## config.mk

```make
export PLATFORM = sky130hd
export DESIGN_NAME = evt_frame_packer
export DESIGN_NICKNAME = d
export VERILOG_FILES = /design/src/rtl/efp_pkg.sv /design/src/rtl/efp_spill_timer.sv /design/src/rtl/efp_seq.sv /design/src/rtl/efp_word_fmt.sv /design/src/rtl/evt_frame_packer.sv
export SDC_FILE = /design/constraint.sdc
export NUM_CORES = 1
export LEC_CHECK = 0
export ABC_CLOCK_PERIOD_IN_PS = 1700
export BUFFER_PORTS_ARGS = -buffer_cell sky130_fd_sc_hd__buf_4
export CORE_ASPECT_RATIO = 0.5
export CORE_UTILIZATION = 53
export CTS_BUF_LIST = sky130_fd_sc_hd__clkbuf_8
export CTS_CLUSTER_DIAMETER = 40
export DETAILED_ROUTE_END_ITERATION = 8
export HOLD_SLACK_MARGIN = 0.08
export PLACE_DENSITY = 0.79
export SYNTH_ARGS = -nofsm -noshare
export SYNTH_HDL_FRONTEND = slang
export SYNTH_SLANG_ARGS = --single-unit
```

## constraint.sdc

```tcl
create_clock -name clk -period 1.7 [get_ports clk]
set_input_delay 0.085 -clock clk [delete_from_list [all_inputs] [get_ports clk]]
set_output_delay 0.085 -clock clk [all_outputs]
set_load 0.01 [all_outputs]
```

## src/rtl/efp_pkg.sv

```systemverilog
package efp_pkg;
    typedef enum logic [2:0] {
        ST_IDLE,
        ST_TS_HI,
        ST_TS_LO,
        ST_ID,
        ST_DATA
    } efp_state_e;

    localparam int CTL_W = 2;
    localparam logic [CTL_W-1:0] CTL_TIME = 2'b11;
    localparam logic [CTL_W-1:0] CTL_IDW  = 2'b10;
    localparam logic [CTL_W-1:0] CTL_DATA = 2'b00;
    localparam logic [CTL_W-1:0] CTL_LAST = 2'b01;
    localparam int HDR_WORDS = 3;
endpackage

```

## src/rtl/efp_spill_timer.sv

```systemverilog
module efp_spill_timer #(
    parameter int TS_W     = 21,
    parameter int TS_LIMIT = 1250000
) (
    input  logic            clk,
    input  logic            rst_n,
    input  logic            spill_i,
    output logic [TS_W-1:0] ts_o
);
    localparam logic [TS_W-1:0] LIMIT = TS_W'(TS_LIMIT);

    logic [TS_W-1:0] ts_q;

    always_ff @(posedge clk) begin
        if (!rst_n || spill_i) begin
            ts_q <= '0;
        end else if (ts_q != LIMIT) begin
            ts_q <= ts_q + 1'b1;
        end
    end

    assign ts_o = ts_q;
endmodule

```

## src/rtl/efp_seq.sv

```systemverilog
module efp_seq
    import efp_pkg::*;
#(
    parameter int PAY_WORDS = 29,
    localparam int IDX_W    = $clog2(PAY_WORDS)
) (
    input  logic             clk,
    input  logic             rst_n,
    input  logic             start_i,
    output efp_state_e       state_o,
    output logic [IDX_W-1:0] idx_o,
    output logic             accept_o
);
    localparam logic [IDX_W-1:0] LAST_IDX = IDX_W'(PAY_WORDS - 1);

    efp_state_e       state_q, state_d;
    logic [IDX_W-1:0] idx_q, idx_d;

    always_ff @(posedge clk) begin
        if (!rst_n) begin
            state_q <= ST_IDLE;
            idx_q   <= '0;
        end else begin
            state_q <= state_d;
            idx_q   <= idx_d;
        end
    end

    always_comb begin
        state_d  = state_q;
        idx_d    = idx_q;
        accept_o = 1'b0;
        unique case (state_q)
            ST_IDLE: begin
                if (start_i) begin
                    accept_o = 1'b1;
                    state_d  = ST_TS_HI;
                end
            end
            ST_TS_HI: state_d = ST_TS_LO;
            ST_TS_LO: state_d = ST_ID;
            ST_ID: begin
                state_d = ST_DATA;
                idx_d   = '0;
            end
            ST_DATA: begin
                if (idx_q == LAST_IDX) begin
                    state_d = ST_IDLE;
                end else begin
                    idx_d = idx_q + 1'b1;
                end
            end
            default: state_d = ST_IDLE;
        endcase
    end

    assign state_o = state_q;
    assign idx_o   = idx_q;
endmodule

```

## src/rtl/efp_word_fmt.sv

```systemverilog
module efp_word_fmt
    import efp_pkg::*;
#(
    parameter int WORD_W    = 16,
    parameter int TS_W      = 21,
    parameter int CH_W      = 4,
    parameter int BD_W      = 9,
    parameter int PAY_WORDS = 29,
    localparam int SAMP_W   = WORD_W - CTL_W,
    localparam int IDX_W    = $clog2(PAY_WORDS),
    localparam int ID_PAD   = SAMP_W - CH_W - BD_W,
    localparam int TS_PAD   = 2 * SAMP_W - TS_W
) (
    input  efp_state_e        state_i,
    input  logic [IDX_W-1:0]  idx_i,
    input  logic [TS_W-1:0]   ts_i,
    input  logic [CH_W-1:0]   ch_i,
    input  logic [BD_W-1:0]   bd_i,
    input  logic [SAMP_W-1:0] samp_i,
    output logic [WORD_W-1:0] word_o,
    output logic              valid_o,
    output logic              sof_o,
    output logic              eof_o
);
    localparam logic [IDX_W-1:0] LAST_IDX = IDX_W'(PAY_WORDS - 1);

    logic [2*SAMP_W-1:0] ts_ext;
    assign ts_ext = {{TS_PAD{1'b0}}, ts_i};

    always_comb begin
        word_o  = '0;
        valid_o = 1'b1;
        sof_o   = 1'b0;
        eof_o   = 1'b0;
        unique case (state_i)
            ST_IDLE: valid_o = 1'b0;
            ST_TS_HI: begin
                sof_o  = 1'b1;
                word_o = {CTL_TIME, ts_ext[2*SAMP_W-1:SAMP_W]};
            end
            ST_TS_LO: word_o = {CTL_TIME, ts_ext[SAMP_W-1:0]};
            ST_ID:    word_o = {CTL_IDW, {ID_PAD{1'b0}}, bd_i, ch_i};
            ST_DATA: begin
                if (idx_i == LAST_IDX) begin
                    eof_o  = 1'b1;
                    word_o = {CTL_LAST, samp_i};
                end else begin
                    word_o = {CTL_DATA, samp_i};
                end
            end
            default: valid_o = 1'b0;
        endcase
    end
endmodule

```

## src/rtl/evt_frame_packer.sv

```systemverilog
module evt_frame_packer
    import efp_pkg::*;
#(
    parameter int WORD_W      = 16,
    parameter int FRAME_WORDS = 32,
    parameter int TS_W        = 21,
    parameter int TS_LIMIT    = 1250000,
    parameter int CH_W        = 4,
    parameter int BD_W        = 9,
    localparam int SAMP_W     = WORD_W - CTL_W,
    localparam int PAY_WORDS  = FRAME_WORDS - HDR_WORDS,
    localparam int IDX_W      = $clog2(PAY_WORDS)
) (
    input  logic              clk,
    input  logic              rst_n,
    input  logic              start_i,
    input  logic              spill_i,
    input  logic [CH_W-1:0]   ch_id_i,
    input  logic [BD_W-1:0]   board_id_i,
    input  logic [SAMP_W-1:0] samp_i,
    output logic [WORD_W-1:0] word_o,
    output logic              valid_o,
    output logic              sof_o,
    output logic              eof_o
);
    logic [TS_W-1:0]  ts_now, ts_cap;
    logic [CH_W-1:0]  ch_cap;
    logic [BD_W-1:0]  bd_cap;
    efp_state_e       state;
    logic [IDX_W-1:0] idx;
    logic             accept;

    efp_spill_timer #(.TS_W(TS_W), .TS_LIMIT(TS_LIMIT)) timer_i (
        .clk(clk), .rst_n(rst_n), .spill_i(spill_i), .ts_o(ts_now)
    );

    efp_seq #(.PAY_WORDS(PAY_WORDS)) seq_i (
        .clk(clk), .rst_n(rst_n), .start_i(start_i),
        .state_o(state), .idx_o(idx), .accept_o(accept)
    );

    always_ff @(posedge clk) begin
        if (!rst_n) begin
            ts_cap <= '0;
            ch_cap <= '0;
            bd_cap <= '0;
        end else if (accept) begin
            ts_cap <= ts_now;
            ch_cap <= ch_id_i;
            bd_cap <= board_id_i;
        end
    end

    efp_word_fmt #(
        .WORD_W(WORD_W), .TS_W(TS_W), .CH_W(CH_W), .BD_W(BD_W), .PAY_WORDS(PAY_WORDS)
    ) fmt_i (
        .state_i(state), .idx_i(idx), .ts_i(ts_cap), .ch_i(ch_cap), .bd_i(bd_cap),
        .samp_i(samp_i), .word_o(word_o), .valid_o(valid_o), .sof_o(sof_o), .eof_o(eof_o)
    );
endmodule

```

==> metrics.txt <==
Final ANT Viol Nets=0; adder-cell share of the synthesized area=1.62%; sequential share of the synthesized area=40.9%; max-capacitance violation count=0; largest family of logic cells by synthesized area=simple AND/OR/NAND/NOR gates; Fmax=586 MHz; clk buf depth=2; fin nets=499; multiplexer area fraction after synthesis=4.83%; number of fill cells=378; IR Drop Worst-Case VDD=0.428 mV; Power Internal=2.37 mW; Die Area=6140 µm²; initial drt markers=233; Slowest cell on crit path=or4_1; sequential share of power=48.7%; Worst slew margin=73.4%; area grow syn2layout=36.2%; Sw Ratio=25.0%; routed via count=2,993; Warnings, synthesis=0; first-pass GRT wire length=12.9 mm; compound-cell area share of the yosys netlist=17.6%; crit-path max FO=6; largest net degree at the start of global routing=43; setup ws final=-0.00574 ns; Worst setup EP type=flip-flop; Syn Nets=410; Worst Tran Pin Value=0.394 ns; WS Path Type=reg -> reg; CTS Sinks=63; cell area after layout=4200 µm²; Synth Instances=375; Initial Util=55.6%; HP Class=in -> reg; Post-Route Utilization=75.8%; count of final hold-check violations=0; setup TNS=-0.00574 ns; placed cell area=3710 µm²; Final HPWL DP=5.65 mm; crit-path max cell delay=0.48 ns; sw power=0.792 mW; H-tree levels=3; commonest non-fill, non-tap cell in the layout=nand2_1; arrival time worst endpoint=1.98 ns; hold path depth=3; XOR/XNOR Fraction of Synth Area=3.70%; core area=5540 µm²; RSZ-0062 raised after global routing=yes; Post-Route WL=8.33 mm; Worst EP required=1.97 ns; WL/cell=15.4 µm; vias per cell=5.53; buffer type at the clock tree root=clkbuf_8; initial antenna violation count=0; most frequent cells in the layout=89 x nand2_1, 75 x buf_4, 56 x dfxtp_1; CTS tree=built; status=complete, but fails checks; cell breakdown of the critical path=ha_4, nand3_2, or3_4, or4_1, a21oi_1; clock transition at the registers of the reported paths=0.07 ns; DIE HEIGHT=55.9 µm; Tcrit/Tclk final=100%; FFs w/ async S/R, synth=0%; Tmin final=1.71 ns; DRC violations left=0; Detailed Routing Iterations Pass 1=5; die span in x=110 µm; EDFF count, synth=0; Pwr Density=754 nW/µm²; Post-Syn Area=3080 µm²; Total GRT Usage=28.0%; worst r2r path cells=5; Avg Inst Size Synth=8.21 µm²; flops & latches, synth=63; final setup vio count=1; ant diodes=0; Remaining Overflow, GRT=0; Worst setup SP type=flip-flop; Main synth FF type=dfxtp_1; simple-gate share of the synthesized area=27.2%; io pins=50; vias in the first global route=2,732; clock buffers created by TritonCTS=9; Place WS=0.0146 ns; Clock power frac=37.4%; share of layout cells above drive strength 1=28.0%; failing checks=setup timing; LEAKAGE=1.57 nW; Slew Limit Fails=0; Gate power share=13.8%; GP Congestion=0.838; post-synthesis cell type count=49; clk_lat worst skew=0.34 ns; worst clock skew=0.00569 ns; row count=19; port buffer count=49
sequential cells by signal (all words and copies together) (netlist names):
signal / flops
ts_cap: 21
ch_cap: 4
bd_cap: 9
seq_i.state_o: 3
timer_i.ts_o: 21
seq_i.idx_o: 5
final timing paths:
| kind | slack, ns | start | endpoint |
|---|---|---|---|
| worst min-delay path | 0.25 | rst_n | timer_i.ts_o[12] |
| worst max-delay path | -0.006 | timer_i.ts_o[1] | timer_i.ts_o[20] |
| worst min register to register | 0.45 | ts_cap[2] | ts_cap[2] |
| worst max register to register | -0.006 | timer_i.ts_o[1] | timer_i.ts_o[20] |
through the flow:
stage	power (mW)	hold WS (ns)	instances
floorplan	1.75	0.220	375
global placement	1.92	0.331	504
detailed placement	1.94	0.344	504
CTS	3.14	0.233	535
global route	3.29	0.259	541
finish	3.16	0.249	541
power by group through the flow:
stage / sequential, mW / clock [mW] / combinational (mW)
final: 1.54 / 1.18 / 0.437
after global routing: 1.55 / 1.27 / 0.472
after CTS: 1.54 / 1.20 / 0.401
after detailed placement: 1.57 / 0 / 0.363
after global placement: 1.57 / 0 / 0.354
after floorplan: 1.56 / 0 / 0.197
synth_stat cells (2+ instances only):
cell type | n | area, µm²
nor3_1 | 7 | 35.0
or4_1 | 3 | 22.5
ha_1 | 4 | 50.1
inv_1 | 11 | 41.3
nand4_2 | 2 | 25.0
a21boi_0 | 4 | 30.0
dfxtp_1 | 63 | 1260
o21ai_0 | 16 | 80.1
o21ai_1 | 2 | 10.0
nor2b_1 | 6 | 37.5
clkbuf_1 | 17 | 63.8
a21oi_1 | 11 | 55.1
mux2_2 | 7 | 78.8
o31ai_1 | 3 | 22.5
or3_4 | 2 | 22.5
xor2_1 | 2 | 17.5
and2_1 | 2 | 12.5
nand3_1 | 8 | 40.0
nor4_1 | 3 | 18.8
a21boi_1 | 32 | 240
nand2b_1 | 2 | 12.5
or3_1 | 4 | 25.0
nor4b_1 | 3 | 26.3
xnor2_1 | 11 | 96.3
a22oi_1 | 8 | 60.1
nand3_2 | 2 | 20.0
nand4_1 | 2 | 12.5
mux2i_1 | 7 | 70.1
nand3b_1 | 4 | 30.0
nor2_1 | 20 | 75.1
nand2_1 | 89 | 334
worst max-delay path, delay by kind of cell, from the launching register on:
family / cells / cell delay [ns]
AND/OR/NAND/NOR: 3 / 0.97
flip-flops: 1 / 0.35
AO/OA/AOI/OAI: 1 / 0.16
adder cells (fa/ha/maj): 1 / 0.15
cell type report:
cell class | instances | area (µm²) | share of cell area, %
multi-input combinational | 281 | 1780 | 42.5
sequential | 63 | 1270 | 30.4
timing repair buffer | 98 | 825 | 19.6
clock buffer | 12 | 165 | 3.94
tap | 73 | 91.3 | 2.18
inverter | 11 | 41.3 | 0.984
clock inverter | 3 | 17.5 | 0.417
cells by family (layout without fill, tap and decap cells):
logic type | count (synthesis) | count (layout)
xor gates and xnor gates | 13 | 13
and+or+nand+nor | 168 | 168
DFF | 63 | 63
AOI/OAI and AO/OA | 82 | 82
buffers and inverters | 31 | 124
adders and majority gates | 4 | 4
muxes | 14 | 14
timing repair:
item	4_1_cts	5_1_grt
endpoints found under the setup margin	15	17
hold buffers	15	0
resized for setup	9	27
hold endpoints to repair	15	0
buffers inserted	1	6
pin swaps	0	5
gates cloned	0	0
routing by layer:
metal	vias up	part of all wire, %	track usage, %
met1	1408	44	36.4
met2	103	48	45.9
met5	-	0	0
met4	0	2.1	8.00
li1	1468	-	-
met3	14	5.4	7.14
No activity file was read; power rests on OpenSTA's default activity.
